**config.mk**
```make
export PLATFORM = sky130hd
export DESIGN_NAME = xbar_prio_regs
export DESIGN_NICKNAME = d
export VERILOG_FILES = /design/src/rtl/xbar_prio_regs.sv
export SDC_FILE = /design/constraint.sdc
export NUM_CORES = 1
export LEC_CHECK = 0
export BUFFER_PORTS_ARGS = -buffer_cell sky130_fd_sc_hd__buf_2
export CAP_MARGIN = 20
export CORE_AREA = 2 2 87 89
export DETAILED_ROUTE_END_ITERATION = 10
export DIE_AREA = 0 0 89 91
export GPL_ROUTABILITY_DRIVEN = 0
export PLACE_DENSITY = 0.83
export REMOVE_ABC_BUFFERS = 1
export SLEW_MARGIN = 20
export SYNTH_ARGS = -nofsm -noshare
export SYNTH_HDL_FRONTEND = slang
export SYNTH_SLANG_ARGS = --single-unit
```
**constraint.sdc**
```tcl
create_clock -name clk -period 5.1 [get_ports clk]
set_input_delay 0.255 -clock clk [delete_from_list [all_inputs] [get_ports clk]]
set_output_delay 0.255 -clock clk [all_outputs]
set_load 0.02 [all_outputs]
```
**src/rtl/xbar_prio_regs.sv**
```systemverilog
module xbar_prio_regs #(
  parameter int NUM_MST = 8,
  parameter int ADDR_W  = 8,
  localparam int PW     = 4 * NUM_MST
) (
  input  logic              clk,
  input  logic              rst_n,
  input  logic              req_valid,
  input  logic              req_write,
  input  logic [ADDR_W-1:0] req_addr,
  input  logic [31:0]       req_wdata,
  input  logic [3:0]        req_be,
  output logic              rsp_ack,
  output logic              rsp_err,
  output logic [31:0]       rsp_rdata,
  output logic [PW-1:0]     prio_out,
  output logic              locked
);

  localparam logic [ADDR_W-1:0] OFS_PRIO = '0;
  localparam logic [ADDR_W-1:0] OFS_CTRL = ADDR_W'('h10);

  function automatic logic [PW-1:0] reset_levels();
    logic [PW-1:0] r;
    r = '0;
    for (int i = 0; i < NUM_MST; i++) r[4*i +: 4] = 4'(i);
    return r;
  endfunction

  function automatic logic levels_ok(input logic [PW-1:0] v);
    logic ok;
    ok = 1'b1;
    for (int i = 0; i < NUM_MST; i++) begin
      if ({1'b0, v[4*i +: 4]} >= 5'(NUM_MST)) ok = 1'b0;
      for (int j = 0; j < i; j++)
        if (v[4*i +: 4] == v[4*j +: 4]) ok = 1'b0;
    end
    return ok;
  endfunction

  logic [PW-1:0] prio_q;
  logic          lock_q;
  logic          hit_prio, hit_ctrl, full, err_c, wr_prio, set_lock;
  logic [31:0]   prio_word, rd_c;
  wire           unused_wdata = ^req_wdata;

  assign hit_prio = req_addr == OFS_PRIO;
  assign hit_ctrl = req_addr == OFS_CTRL;
  assign full     = &req_be;

  always_comb begin
    prio_word = '0;
    prio_word[PW-1:0] = prio_q;
  end

  always_comb begin
    err_c = 1'b0;
    if (!hit_prio && !hit_ctrl)
      err_c = 1'b1;
    else if (hit_prio)
      err_c = !full || (req_write && (lock_q || !levels_ok(req_wdata[PW-1:0])));
    else
      err_c = req_write && lock_q;
  end

  assign wr_prio  = req_valid && req_write && hit_prio && !err_c;
  assign set_lock = req_valid && req_write && hit_ctrl && !err_c
                    && req_be[3] && req_wdata[31];

  always_comb begin
    rd_c = '0;
    if (!req_write && !err_c)
      rd_c = hit_prio ? prio_word : {lock_q, 31'b0};
  end

  always_ff @(posedge clk or negedge rst_n) begin
    if (!rst_n) begin
      prio_q    <= reset_levels();
      lock_q    <= 1'b0;
      rsp_ack   <= 1'b0;
      rsp_err   <= 1'b0;
      rsp_rdata <= '0;
    end else begin
      if (wr_prio)  prio_q <= req_wdata[PW-1:0];
      if (set_lock) lock_q <= 1'b1;
      rsp_ack   <= req_valid;
      rsp_err   <= req_valid && err_c;
      rsp_rdata <= req_valid ? rd_c : '0;
    end
  end

  assign prio_out = prio_q;
  assign locked   = lock_q;

endmodule

```
After elaboration in Yosys (flattened, before gate mapping)
Index checks and enable logic that the tools add are counted.
{"block": "word_totals", "regBits": 67, "output_inout_bits": 67, "word_cells": 107}
{"block": "classes", "mux": 43, "n_reduce_logical": 22, "order_cmp": 8, "eq_ne": 29}
{"operator": "$eq A4 B4 Y1", "count": 28}
{"operator": "$mux W32", "count": 3}
{"operator": "$mux W1", "count": 40}
{"operator": "$ge A4 B4 Y1 const B", "count": 8}
{"operator": "$logic_and A1 B1 Y1", "count": 12}
{"operator": "$eq A8 B5 Y1 const B", "count": 1}
{"operator": "$logic_not A8 Y1", "count": 1}
{"operator": "$logic_not A1 Y1", "count": 6}
{"operator": "$reduce_and A4 Y1", "count": 1}
{"operator": "$logic_or A1 B1 Y1", "count": 2}

Depth between registers and ports, before layout
Gate-level depths: netlist of run 1.
{"block": "logic_depth", "depth_word": 49, "ltp_mapped": 9, "mapped_depth_nobuf": 6}

Worst setup path before layout of run 1
OpenSTA, ideal clock, no wires.
{"block": "synth_timing", "kind": "input to register", "startpoint": "input req_addr[7]", "endpoint": "register prio_q[0] (netlist: prio_out[0])", "cell_stages": 8, "arrival_time_ns": 2.207, "required_time_ns": 4.975, "setup_ns": 0.125, "path_slack_ns": 2.768, "path_cell_list": "or4_4 -> nor4_4 -> and3_1 -> nand4_1 -> or4_1 -> buf_6 -> buf_12 -> mux2_4"}
{"block": "synth_via", "elab_chain_cells": 6, "elab_cells_between_ends": 10, "cone_classes": "1 x eq/ne; 2 x mux; 7 x reduce/logical"}
{"item": "start, declared", "line_no": "10", "rtl": "input logic [ADDR_W-1:0] req_addr,"}
{"item": "$eq A8 B5 Y1 or $logic_not A8 Y1 (tied branches)", "line_no": "48, 47"}
{"item": "$logic_not A1 Y1", "line_no": "58", "rtl": "if (!hit_prio && !hit_ctrl)"}
{"item": "$logic_and A1 B1 Y1", "line_no": "58"}
{"item": "$mux W1", "line_no": "58"}
{"item": "$logic_not A1 Y1", "line_no": "66", "rtl": "assign wr_prio = req_valid && req_write && hit_prio && !err_c;"}
{"item": "$logic_and A1 B1 Y1 (*)", "line_no": "66"}
{"item": "end signal, assigned", "line_no": "78", "rtl": "prio_q <= reset_levels();"}
{"item": "end signal, assigned", "line_no": "84", "rtl": "if (wr_prio) prio_q <= req_wdata[PW-1:0];"}
{"item": "end, declared", "line_no": "41", "rtl": "logic [PW-1:0] prio_q;"}
Mark *: on every way between the ends. The rest lies on a longest branch, timed or not.
A chain may end at the register's enable or synchronous reset.

Final worst setup path of run 1
{"block": "layout_timing", "startpoint": "input req_addr[7]", "endpoint": "register prio_q[10] (netlist: prio_out[10])"}
Same word-level chain as after synthesis.

==> impl_metrics.csv, run 1 <==
group,metric,value,unit
clock_tree,cts-root-buf,"clkbuf_8",
route,drtIter0Drc,145,
sta,tightest_slew,909,ps
clock_tree,cts_made_buffers,9,
route,viasPerCell,5.37,
pwr,ir_worst_vdd,153,uV
floorplanning,core.rowCount,31,
clock_tree,tritoncts,"built",
pwr,finalPower,1.29,mW
critical_path,end_kind,"register",
global_routing,antenna_found_initial,0,
floorplanning,core_area,7140,um^2
yosys,ys_types,29,
placement,dp.cells,510,
critical_path,cp.required,5330,ps
global_routing,overflow,0,
route,drtPass1Iterations,4,
yosys,ys.flop_type,"dfrtp_1",
floorplanning,initial_core_util,0.539,
global_routing,grt_pass1_vias,2830,
global_routing,grt_max_degree,68,
yosys,ys_warn_count,0,
critical_path,critPathMaxFanout,32,
clock_tree,insertion_delay,350,ps
floorplanning,die-area,8100,um^2
floorplanning,die_x,89,um
sta,slew_violations,0,
clock_tree,post-cts-setup-buffers,0,
final_layout,fill_cells,604,
yosys,syn_avg_cell_area,11.5,um^2
yosys,syn_inst,334,
final_layout,final_nets,470,
pwr,p_per_area,281,nW/um^2
route,wl_per_cell,16.9,um
yosys,synth_area_leaders,"dfrtp_1 36%, xor2_1 14%, xnor2_1 10%",
yosys,yosysTopAreaCell,"dfrtp_1",
placement,pre_cts_ws,2040,ps
critical_path,worst_setup_path_start_kind,"primary input",
placement,placed_area,4340,um^2
clock_tree,hold_buffers,0,
critical_path,r2r_start,"locked",
worst_hold_path,hp-class,"in2reg",
clock_tree,clockBufferDepth,2,
final_layout,multi_input_area,1940,um^2
sta,max_freq,374,MHz
clock_tree,cts_resized,0,
sta,setup_violations,0,
clock_tree,path_clk_slew,80,ps
flow_run,drv_cap,0,
final_layout,layout-area-overhead-vs-synth,19.7,%
global_routing,grt_pass1_wl,14300,um
route,drtAntennaViolNets,0,
critical_path,reg2reg_slack,2510,ps
floorplanning,die_h,91,um
sta,hold_viol,0,
worst_hold_path,hold_path_startpoint,"req_valid",
placement,port_buffers,114,
yosys,synth-edff-count,0,
placement,post-dp-hpwl,6230,um
yosys,synth_seq_cells,67,
yosys,synth_area,3850,um^2
sta,final.setup.worst_slack,2420,ps
sta,fin_crit_sh,0.525,
critical_path,startpoint,"req_addr[7]",
sta,period_needed,2680,ps
sta,skew,10.8,ps
final_layout,final_cell_area,4600,um^2
run_status,status,"finished, final reports clean",
yosys,synth_top_area_frac,0.358,
sta,grt_setup_unrepaired,"no",
final_layout,layout_commonest_cell,"buf_2",
final_layout,antenna_cells,0,
critical_path,crit_type,"in2reg",
route,drc,0,
clock_tree,clkSinkCount,67,
route,vias,2824,
route,drt_wl_total,8900,um
final_layout,final_cells,526,
sta,relSlewSlack,0.394,
final_layout,layout_common_cells,"114 x buf_2, 63 x xor2_1, 55 x dfrtp_1, 45 x xnor2_1, 39 x and2_1",
yosys,synth-async-reset-ratio,1.00,
floorplanning,io_pins,115,
final_layout,regArea,1690,um^2
critical_path,arrival,2910,ps
clock_tree,cts.htree.levels,3,
pwr,leakagePower,2.36,nW
final_layout,drive_above_1_share,0.400,
yosys,synth-seq-area-share,0.440,
sta,fin_setup_tns,0,ps
global_routing,grt_usage,0.231,
-- final timing paths --
kind,endpoint,depth (start not counted)
min in group asynchronous,rsp_rdata[3],2
setup / recovery,prio_out[10],7
setup reg to reg,prio_out[10],6
hold reg to reg,rsp_rdata[11],1
max in group asynchronous,prio_out[17],2
hold / removal,rsp_ack,1
-- routing by layer --
layer  wire length (um)  part of all wire  GRT usage  vias to the layer above
met5                  0                 0          0                        -
met2               4230              0.48      0.359                      133
li1                   -                 -          -                     1278
met3                728             0.082     0.0736                       20
met4                163             0.018     0.0896                        0
met1               3770              0.42      0.298                     1393
-- logic make-up (layout without fill, tap and decap cells) --
kind of cell / after synthesis / count (layout) / synth area share
AO/OA/AOI/OAI: 14 / 14 / 0.0270
XOR/XNOR: 108 / 108 / 0.246
buffers and inverters: 39 / 132 / 0.0608
flip-flops: 67 / 67 / 0.440
multiplexers: 24 / 24 / 0.0917
AND/OR/NAND/NOR: 82 / 82 / 0.135
-- cell type report --
| type | instances | share of cell area |
|---|---|---|
| Clock inverter | 6 | 0.0299 |
| Sequential cell | 67 | 0.367 |
| Clock buffer | 10 | 0.0277 |
| Tap cell | 99 | 0.0269 |
| Multi-Input combinational cell | 228 | 0.421 |
| Timing Repair Buffer | 116 | 0.127 |
-- critical path, stage by stage --
cell and delay, ps:
buf_2 100, or4_4 530, nor4_4 180, and3_1 240, nand4_1 100, or4_2 1020
mux2_4 450
-- through the flow --
step,util,hold WS [ps]
after floorplan,-,-40.6
after global placement,0.607,413
after detailed placement,0.608,427
after CTS,0.645,49.6
after global routing,0.645,60.7
final,0.645,61.0
-- flip-flops by register name, summed over array words and instances, names as in the netlist --
name / cells
locked: 1
prio_out: 32
rsp_err: 1
rsp_rdata: 32
rsp_ack: 1
-- power breakdown --
part	total [mW]	internal, mW	leakage, nW	switching [mW]
logic	0.168	0.0670	1.34	0.101
registers	0.533	0.532	0.888	0.000378
clock network	0.592	0.376	0.131	0.215
total	1.29	0.976	2.36	0.317
-- synthesized netlist by cell type (2+ instances only) --
cell	count
a31oi_1	3
a41oi_1	6
and2_1	39
buf_12	2
buf_2	32
buf_6	2
clkbuf_1	3
dfrtp_1	55
dfstp_2	12
mux2_2	2
mux2_4	22
nand2_1	3
nand4_1	8
nor2_1	2
nor3_1	3
nor4_1	20
o21ai_0	2
xnor2_1	45
xor2_1	63
(Power assumes the default switching activity.)
==> run 2, diff against run 1 <==
- ABC_AREA: unset -> 1
- CORE_AREA: 2 2 87 89 -> 2 2 99 101
- DIE_AREA: 0 0 89 91 -> 0 0 101 103
- PLACE_DENSITY: 0.83 -> 0.8
- clock period: 5.1 -> 2.58 ns (I/O delays scaled with it)
==> run 2 against run 1 <==
Against the previous run:
- hold slack improved by 53 ps
- count of clock-buffer cells in the layout up 4
- design area up 19%
- power increased by 73%
- clock power increased by 29%
- routed wire length up 30%
- final cell count rose by 73%
- non-clock buffer count is 3 higher
- sequential share of layout area shrank 5.9 points
- via count grew 60%
- clock skew down 3.5 ps
- largest cell class unchanged
==> impl_metrics.csv, run 2 <==
group,metric,value,unit
run_status,status,"finished, final reports clean",
placement,pre_cts_ws,481,ps
global_routing,grt_pass1_vias,3980,
yosys,synth_top_family_by_area,"simple AND/OR/NAND/NOR gates",
worst_hold_path,hp-class,"in2reg",
pwr,clkPwrFrac,0.340,
route,vias,4513,
yosys,ys.flop_type,"dfrtp_1",
global_routing,overflow,0,
sta,fin_setup_tns,0,ps
critical_path,critPathMaxFanout,36,
yosys,ys_warn_count,0,
pwr,ir_worst_vdd,179,uV
worst_hold_path,hold_end,"prio_out[29]",
sta,fin_crit_sh,0.803,
worst_hold_path,hold_path_startpoint,"req_wdata[29]",
pwr,seqPwrFrac,0.470,
floorplanning,die_x,101,um
sta,skew,7.37,ps
final_layout,layout-area-overhead-vs-synth,8.94,%
sta,max_freq,482,MHz
sta,slew_violations,0,
final_layout,drive_above_1_share,0.295,
pwr,intPower,1.59,mW
flow_run,drv_cap,0,
critical_path,end_kind,"register",
final_layout,layout_commonest_cell,"nand2_1",
clock_tree,cts-root-buf,"clkbuf_8",
floorplanning,core_area,9460,um^2
yosys,synth_compound_area_frac,0.0154,
route,viasPerCell,4.95,
pwr,p_comb_frac,0.190,
yosys,synth_area_leaders,"nand2_1 28%, dfrtp_1 27%, buf_6 7.2%",
yosys,syn_inst,706,
global_routing,grt_usage,0.232,
yosys,synthAdderAreaFrac,0,
global_routing,grt_pass1_wl,19000,um
clock_tree,cts_made_buffers,9,
yosys,synth-edff-count,0,
yosys,syn_avg_cell_area,7.14,um^2
route,drtPass1Iterations,6,
final_layout,fill_cells,937,
route,wl_per_cell,12.7,um
yosys,synth-seq-area-share,0.336,
route,drt_wl_total,11500,um
clock_tree,insertion_delay,330,ps
sta,period_needed,2070,ps
yosys,synth_top_area_frac,0.276,
clock_tree,clockBufferDepth,2,
route,drc,0,
route,drtAntennaViolNets,0,
yosys,synth.area.mux_share,0,
yosys,synthSimpleGateAreaFrac,0.473,
critical_path,crit_type,"reg2reg",
yosys,synth_xor_area_frac,0.0330,
final_layout,layout_common_cells,"370 x nand2_1, 114 x buf_2, 65 x nor2_1, 55 x dfrtp_1, 31 x nor2_4",
pwr,p_per_area,408,nW/um^2
sta,relSlewSlack,0.530,
critical_path,arrival,2330,ps
route,drtIter0Drc,250,
yosys,yosysMostFrequentCell,"nand2_1",
clock_tree,tritoncts,"built",
floorplanning,initial_core_util,0.533,
placement,port_buffers,114,
yosys,synth_seq_cells,67,
floorplanning,die-area,10400,um^2
critical_path,reg2reg_slack,510,ps
pwr,sw_frac_of_total,0.289,
clock_tree,post-cts-setup-buffers,0,
floorplanning,core.rowCount,36,
yosys,synth-async-reset-ratio,1.00,
final_layout,final_cells,911,
worst_hold_path,whs_path_depth,3,
sta,hold_viol,0,
sta,final.setup.worst_slack,507,ps
floorplanning,die_h,103,um
pwr,leakagePower,3.06,nW
yosys,yosysTopAreaCell,"nand2_1",
sta,tightest_slew,704,ps
final_layout,final_nets,840,
clock_tree,path_clk_slew,70,ps
placement,post-dp-hpwl,8870,um
critical_path,r2r-end,"rsp_rdata[25]",
sta,grt_setup_unrepaired,"no",
global_routing,antenna_found_initial,0,
sta,setup_violations,0,
pwr,switching_power,0.648,mW
clock_tree,clkSinkCount,67,
final_layout,antenna_cells,0,
global_routing,grt_max_degree,37,
yosys,synth_area,5040,um^2
pwr,finalPower,2.24,mW
critical_path,r2r_cells,11,
yosys,ys_types,28,
critical_path,r2r_start,"locked",
critical_path,cp.required,2830,ps
clock_tree,cts.htree.levels,3,
floorplanning,io_pins,115,
placement,dp.cells,893,
yosys,synth_commonest_cells,"370 x nand2_1, 66 x nor2_1, 55 x dfrtp_1, 32 x buf_6, 31 x nor2_4",
critical_path,worst_setup_path_start_kind,"register",
## run 2: changes by cell type in the layout (fill, tap and decap cells not counted), sizes merged, moves of 6 or more
cell,change
nand2,+391
nor2,+96
xor2,-54
and2,-39
inv,+38
xnor2,-35
nand3,+27
mux2,-24
nor4,-20
a21boi,+6
a41oi,-6
## run 2: cell type report
class,count,area [um^2],area share
clock buffers,14,163,0.0296
clock inverters,2,12.5,0.00228
inverters,38,223,0.0406
multi-input cells,557,2630,0.479
flip-flops and latches,67,1690,0.308
well taps,114,143,0.0260
repair buffers,119,626,0.114
## run 2: worst max-delay path, cell delays in order (launching register included)
cell and delay (ps):
dfrtp_1 420, nor3_2 110, nand4_1 150, a21oi_1 150
nand2_1 60, nor2_1 120, nand2_1 60, nand2_1 70
nand2_2 80, nand2_8 220, nand2_8 340, nor2_1 190
## run 2: repair_timing
item                                   4_1_cts  5_1_grt
endpoints found under the hold margin       33        0
gates resized for setup                      0        0
hold buffers                                 2        0
## run 2: cell families after synthesis
| logic type | after synthesis |
|---|---|
| xor gates and xnor gates | 19 |
| buffers and inverters | 82 |
| DFF | 67 |
| AOI/OAI and AO/OA | 11 |
| and+or+nand+nor | 527 |
## run 2: how the worst max path moves through the flow
stage	startpoint	end	slack (ps)	cells past startpoint
after global routing	locked	rsp_rdata[25]	240	11
final	locked	rsp_rdata[25]	510	11
after CTS	locked	rsp_rdata[25]	500	11
after floorplan	req_addr[5]	rsp_rdata[0]	480	9
after detailed placement	req_wdata[5]	rsp_rdata[25]	480	15
after global placement	req_wdata[5]	rsp_rdata[25]	490	15
## run 2: power groups by stage
stage               Sequential [mW]  Combinational, mW  Clock, mW
finish                         1.05              0.425      0.762
global route                   1.05              0.483      0.822
CTS                            1.05              0.423      0.776
detailed placement             1.07              0.419          0
global placement               1.07              0.417          0
floorplan                      1.07              0.227          0
## run 2: through the flow
step                      cell area (um^2)  hold slack, ps  utilization
after floorplan                       4540            -167            -
after global placement                5290             212        0.560
after detailed placement              5290             212        0.560
after CTS                             5490             103        0.580
after global routing                  5490             119        0.580
final                                 5490             114        0.580
## run 2: per-layer routing
layer  GRT usage  wire [um]
met2       0.390       5820
met1       0.308       4750
met3      0.0251        720
met5           0          0
met4      0.0925        249
==> run 3, diff against run 2 <==
- CORE_AREA: 2 2 99 101 -> 2 2 104 106
- DIE_AREA: 0 0 101 103 -> 0 0 106 108
- PLACE_DENSITY: 0.8 -> 0.76
- clock period: 2.58 -> 1.7 ns (I/O delays scaled with it)
==> run 3 against run 2 <==
Against the previous run:
- highest routed layer unchanged
- worst setup slack worse by 510 ps
- routed wire length up 7.4%
- non-clock buffer count up 32
- hold slack worse by 46 ps
- core utilization up 0.23 points
- critical path depth up 1
- clock power up 86%
- maximum frequency up 22%
- die area up 10%
- global-route usage down 1.3 points
- largest cell class unchanged
==> impl_metrics.csv, run 3 (same netlist as run 2, synthesis figures left out) <==
group,metric,value,unit
critical_path,worst_setup_path_start_kind,"register",
sta,relSlewSlack,0.654,
final_layout,layout_commonest_cell,"nand2_1",
sta,hold_viol,0,
worst_hold_path,hold_path_startpoint,"req_wdata[13]",
global_routing,grt_max_degree,32,
route,drc,0,
clock_tree,tritoncts,"built",
sta,fin_crit_sh,0.999,
worst_hold_path,hold_end,"prio_out[13]",
final_layout,final_cells,966,
critical_path,r2r_start,"locked",
route,drtAntennaViolNets,0,
final_layout,layout_common_cells,"369 x nand2_1, 114 x buf_2, 65 x nor2_1, 55 x dfrtp_1, 31 x nor2_4",
final_layout,drive_above_1_share,0.339,
placement,dp.cells,945,
sta,tightest_slew,519,ps
global_routing,antenna_found_initial,0,
pwr,p_per_area,621,nW/um^2
floorplanning,core.rowCount,37,
global_routing,overflow,0,
pwr,ir_worst_vdd,348,uV
floorplanning,io_pins,115,
clock_tree,post-cts-setup-buffers,0,
critical_path,end_kind,"register",
final_layout,fill_cells,1016,
clock_tree,path_clk_slew,80,ps
sta,setup_violations,0,
pwr,sw_frac_of_total,0.285,
critical_path,startpoint,"locked",
route,vias,4603,
pwr,seqPwrFrac,0.432,
clock_tree,insertion_delay,340,ps
final_layout,final_nets,873,
final_layout,antenna_cells,0,
clock_tree,cts_made_buffers,9,
global_routing,grt_usage,0.219,
pwr,p_comb_frac,0.184,
worst_hold_path,whs_path_depth,3,
floorplanning,core_area,10200,um^2
pwr,switching_power,1.05,mW
global_routing,grt_pass1_wl,19900,um
critical_path,r2r_cells,12,
clock_tree,clkSinkCount,67,
placement,post-dp-hpwl,9330,um
global_routing,grt_pass1_vias,4229,
final_layout,final_core_util,0.583,
floorplanning,initial_core_util,0.492,
worst_hold_path,hp-class,"in2reg",
route,drt_wl_total,12400,um
run_status,status,"finished, final reports clean",
critical_path,r2r-end,"rsp_rdata[0]",
route,viasPerCell,4.77,
clock_tree,clockBufferDepth,2,
final_layout,layout-area-overhead-vs-synth,18.3,%
sta,skew,6.67,ps
sta,slew_violations,0,
sta,period_needed,1700,ps
critical_path,crit_type,"reg2reg",
sta,max_freq,589,MHz
floorplanning,die-area,11400,um^2
critical_path,cp.required,1980,ps
placement,port_buffers,114,
pwr,clkPwrFrac,0.384,
pwr,intPower,2.65,mW
flow_run,drv_cap,0,
floorplanning,die_h,108,um
pwr,leakagePower,3.29,nW
route,drtIter0Drc,209,
clock_tree,cts-root-buf,"clkbuf_8",
clock_tree,cts.htree.levels,3,
route,drtPass1Iterations,5,
route,wl_per_cell,12.8,um
floorplanning,die_x,106,um
sta,grt_setup_unrepaired,"yes",
critical_path,reg2reg_slack,2,ps
critical_path,critPathMaxFanout,8,
critical_path,arrival,1980,ps
-- run 3: cell count changes in the layout (fill, tap and decap cells not counted), moves of 2 or more --
| cell | previous run | this run |
|---|---|---|
| clkbuf_16 | 0 | 2 |
| a21boi_2 | 0 | 2 |
| inv_6 | 7 | 9 |
| clkbuf_1 | 3 | 0 |
| buf_12 | 1 | 4 |
| buf_6 | 0 | 3 |
| nand3_2 | 0 | 6 |
| nand3_1 | 28 | 22 |
| buf_4 | 2 | 25 |
| a21boi_0 | 4 | 1 |
-- run 3: layout make-up --
| cell class | instances | area (um^2) | area share |
|---|---|---|---|
| clock buffer | 12 | 165 | 0.0277 |
| clock inverter | 4 | 55.1 | 0.00924 |
| inverter | 38 | 223 | 0.0374 |
| multi-input combinational | 558 | 2690 | 0.451 |
| sequential | 67 | 1690 | 0.284 |
| tap | 136 | 170 | 0.0285 |
| timing repair buffer | 151 | 970 | 0.163 |
-- run 3: worst max-delay path, cell delays in order, from the launching register on --
cell	delay, ps
dfrtp_1	400
nor3_2	100
nand4_1	130
a21oi_2	130
nand2_1	70
nor2_1	80
nand2_1	60
nand2_1	70
nand2_2	80
nand2_8	140
nand2_8	110
clkbuf_16	200
nor2_4	70
-- run 3: routing by layer --
metal  global-route usage  share of wire  wire length, um  vias up
met3               0.0289          0.042              518       29
met1                0.277           0.43             5360     2061
met4                0.106          0.027              331        0
met2                0.371           0.50             6180      141
met5                    0              0                0        -
li1                     -              -                -     2372
-- run 3: timing repair --
action / in CTS / in global routing
hold buffers: 2 / 0
endpoints found under the hold margin: 16 / 0
setup endpoints to repair: 0 / 66
gates resized for setup: 0 / 17
-- run 3: power groups by stage --
| stage | Clock [mW] | Sequential, mW | Combinational [mW] |
|---|---|---|---|
| 3_3_place_gp | 0 | 1.63 | 0.671 |
| 4_1_cts | 1.44 | 1.60 | 0.677 |
| 5_1_grt | 1.54 | 1.60 | 0.774 |
| 3_5_place_dp | 0 | 1.63 | 0.672 |
| 2_1_floorplan | 0 | 1.63 | 0.344 |
| 6_report | 1.42 | 1.60 | 0.682 |
-- run 3: worst max-delay path by stage --
| stage | endpoint | depth (start not counted) | slack (ps) |
|---|---|---|---|
| 2_1_floorplan | rsp_rdata[0] | 9 | -360 |
| 4_1_cts | prio_out[8] | 12 | 10 |
| 6_report | rsp_rdata[0] | 12 | 2 |
| 5_1_grt | rsp_rdata[10] | 12 | -180 |
| 3_5_place_dp | prio_out[8] | 14 | -60 |
| 3_3_place_gp | prio_out[24] | 14 | -60 |
-- run 3: per-stage QoR --
| stage | total power, mW | hold slack, ps | cell area (um^2) | setup TNS [ps] | worst slack, ps |
|---|---|---|---|---|---|
| 2_1_floorplan | 1.98 | -211 | 4540 | -10970 | -357 |
| 3_3_place_gp | 2.30 | 87.4 | 5600 | -1400 | -59.0 |
| 3_5_place_dp | 2.30 | 83.6 | 5600 | -1670 | -61.0 |
| 4_1_cts | 3.72 | 61.0 | 5840 | 0 | 10.4 |
| 5_1_grt | 3.91 | 75.4 | 5960 | -9180 | -180 |
| 6_report | 3.70 | 67.9 | 5960 | 0 | 2.30 |
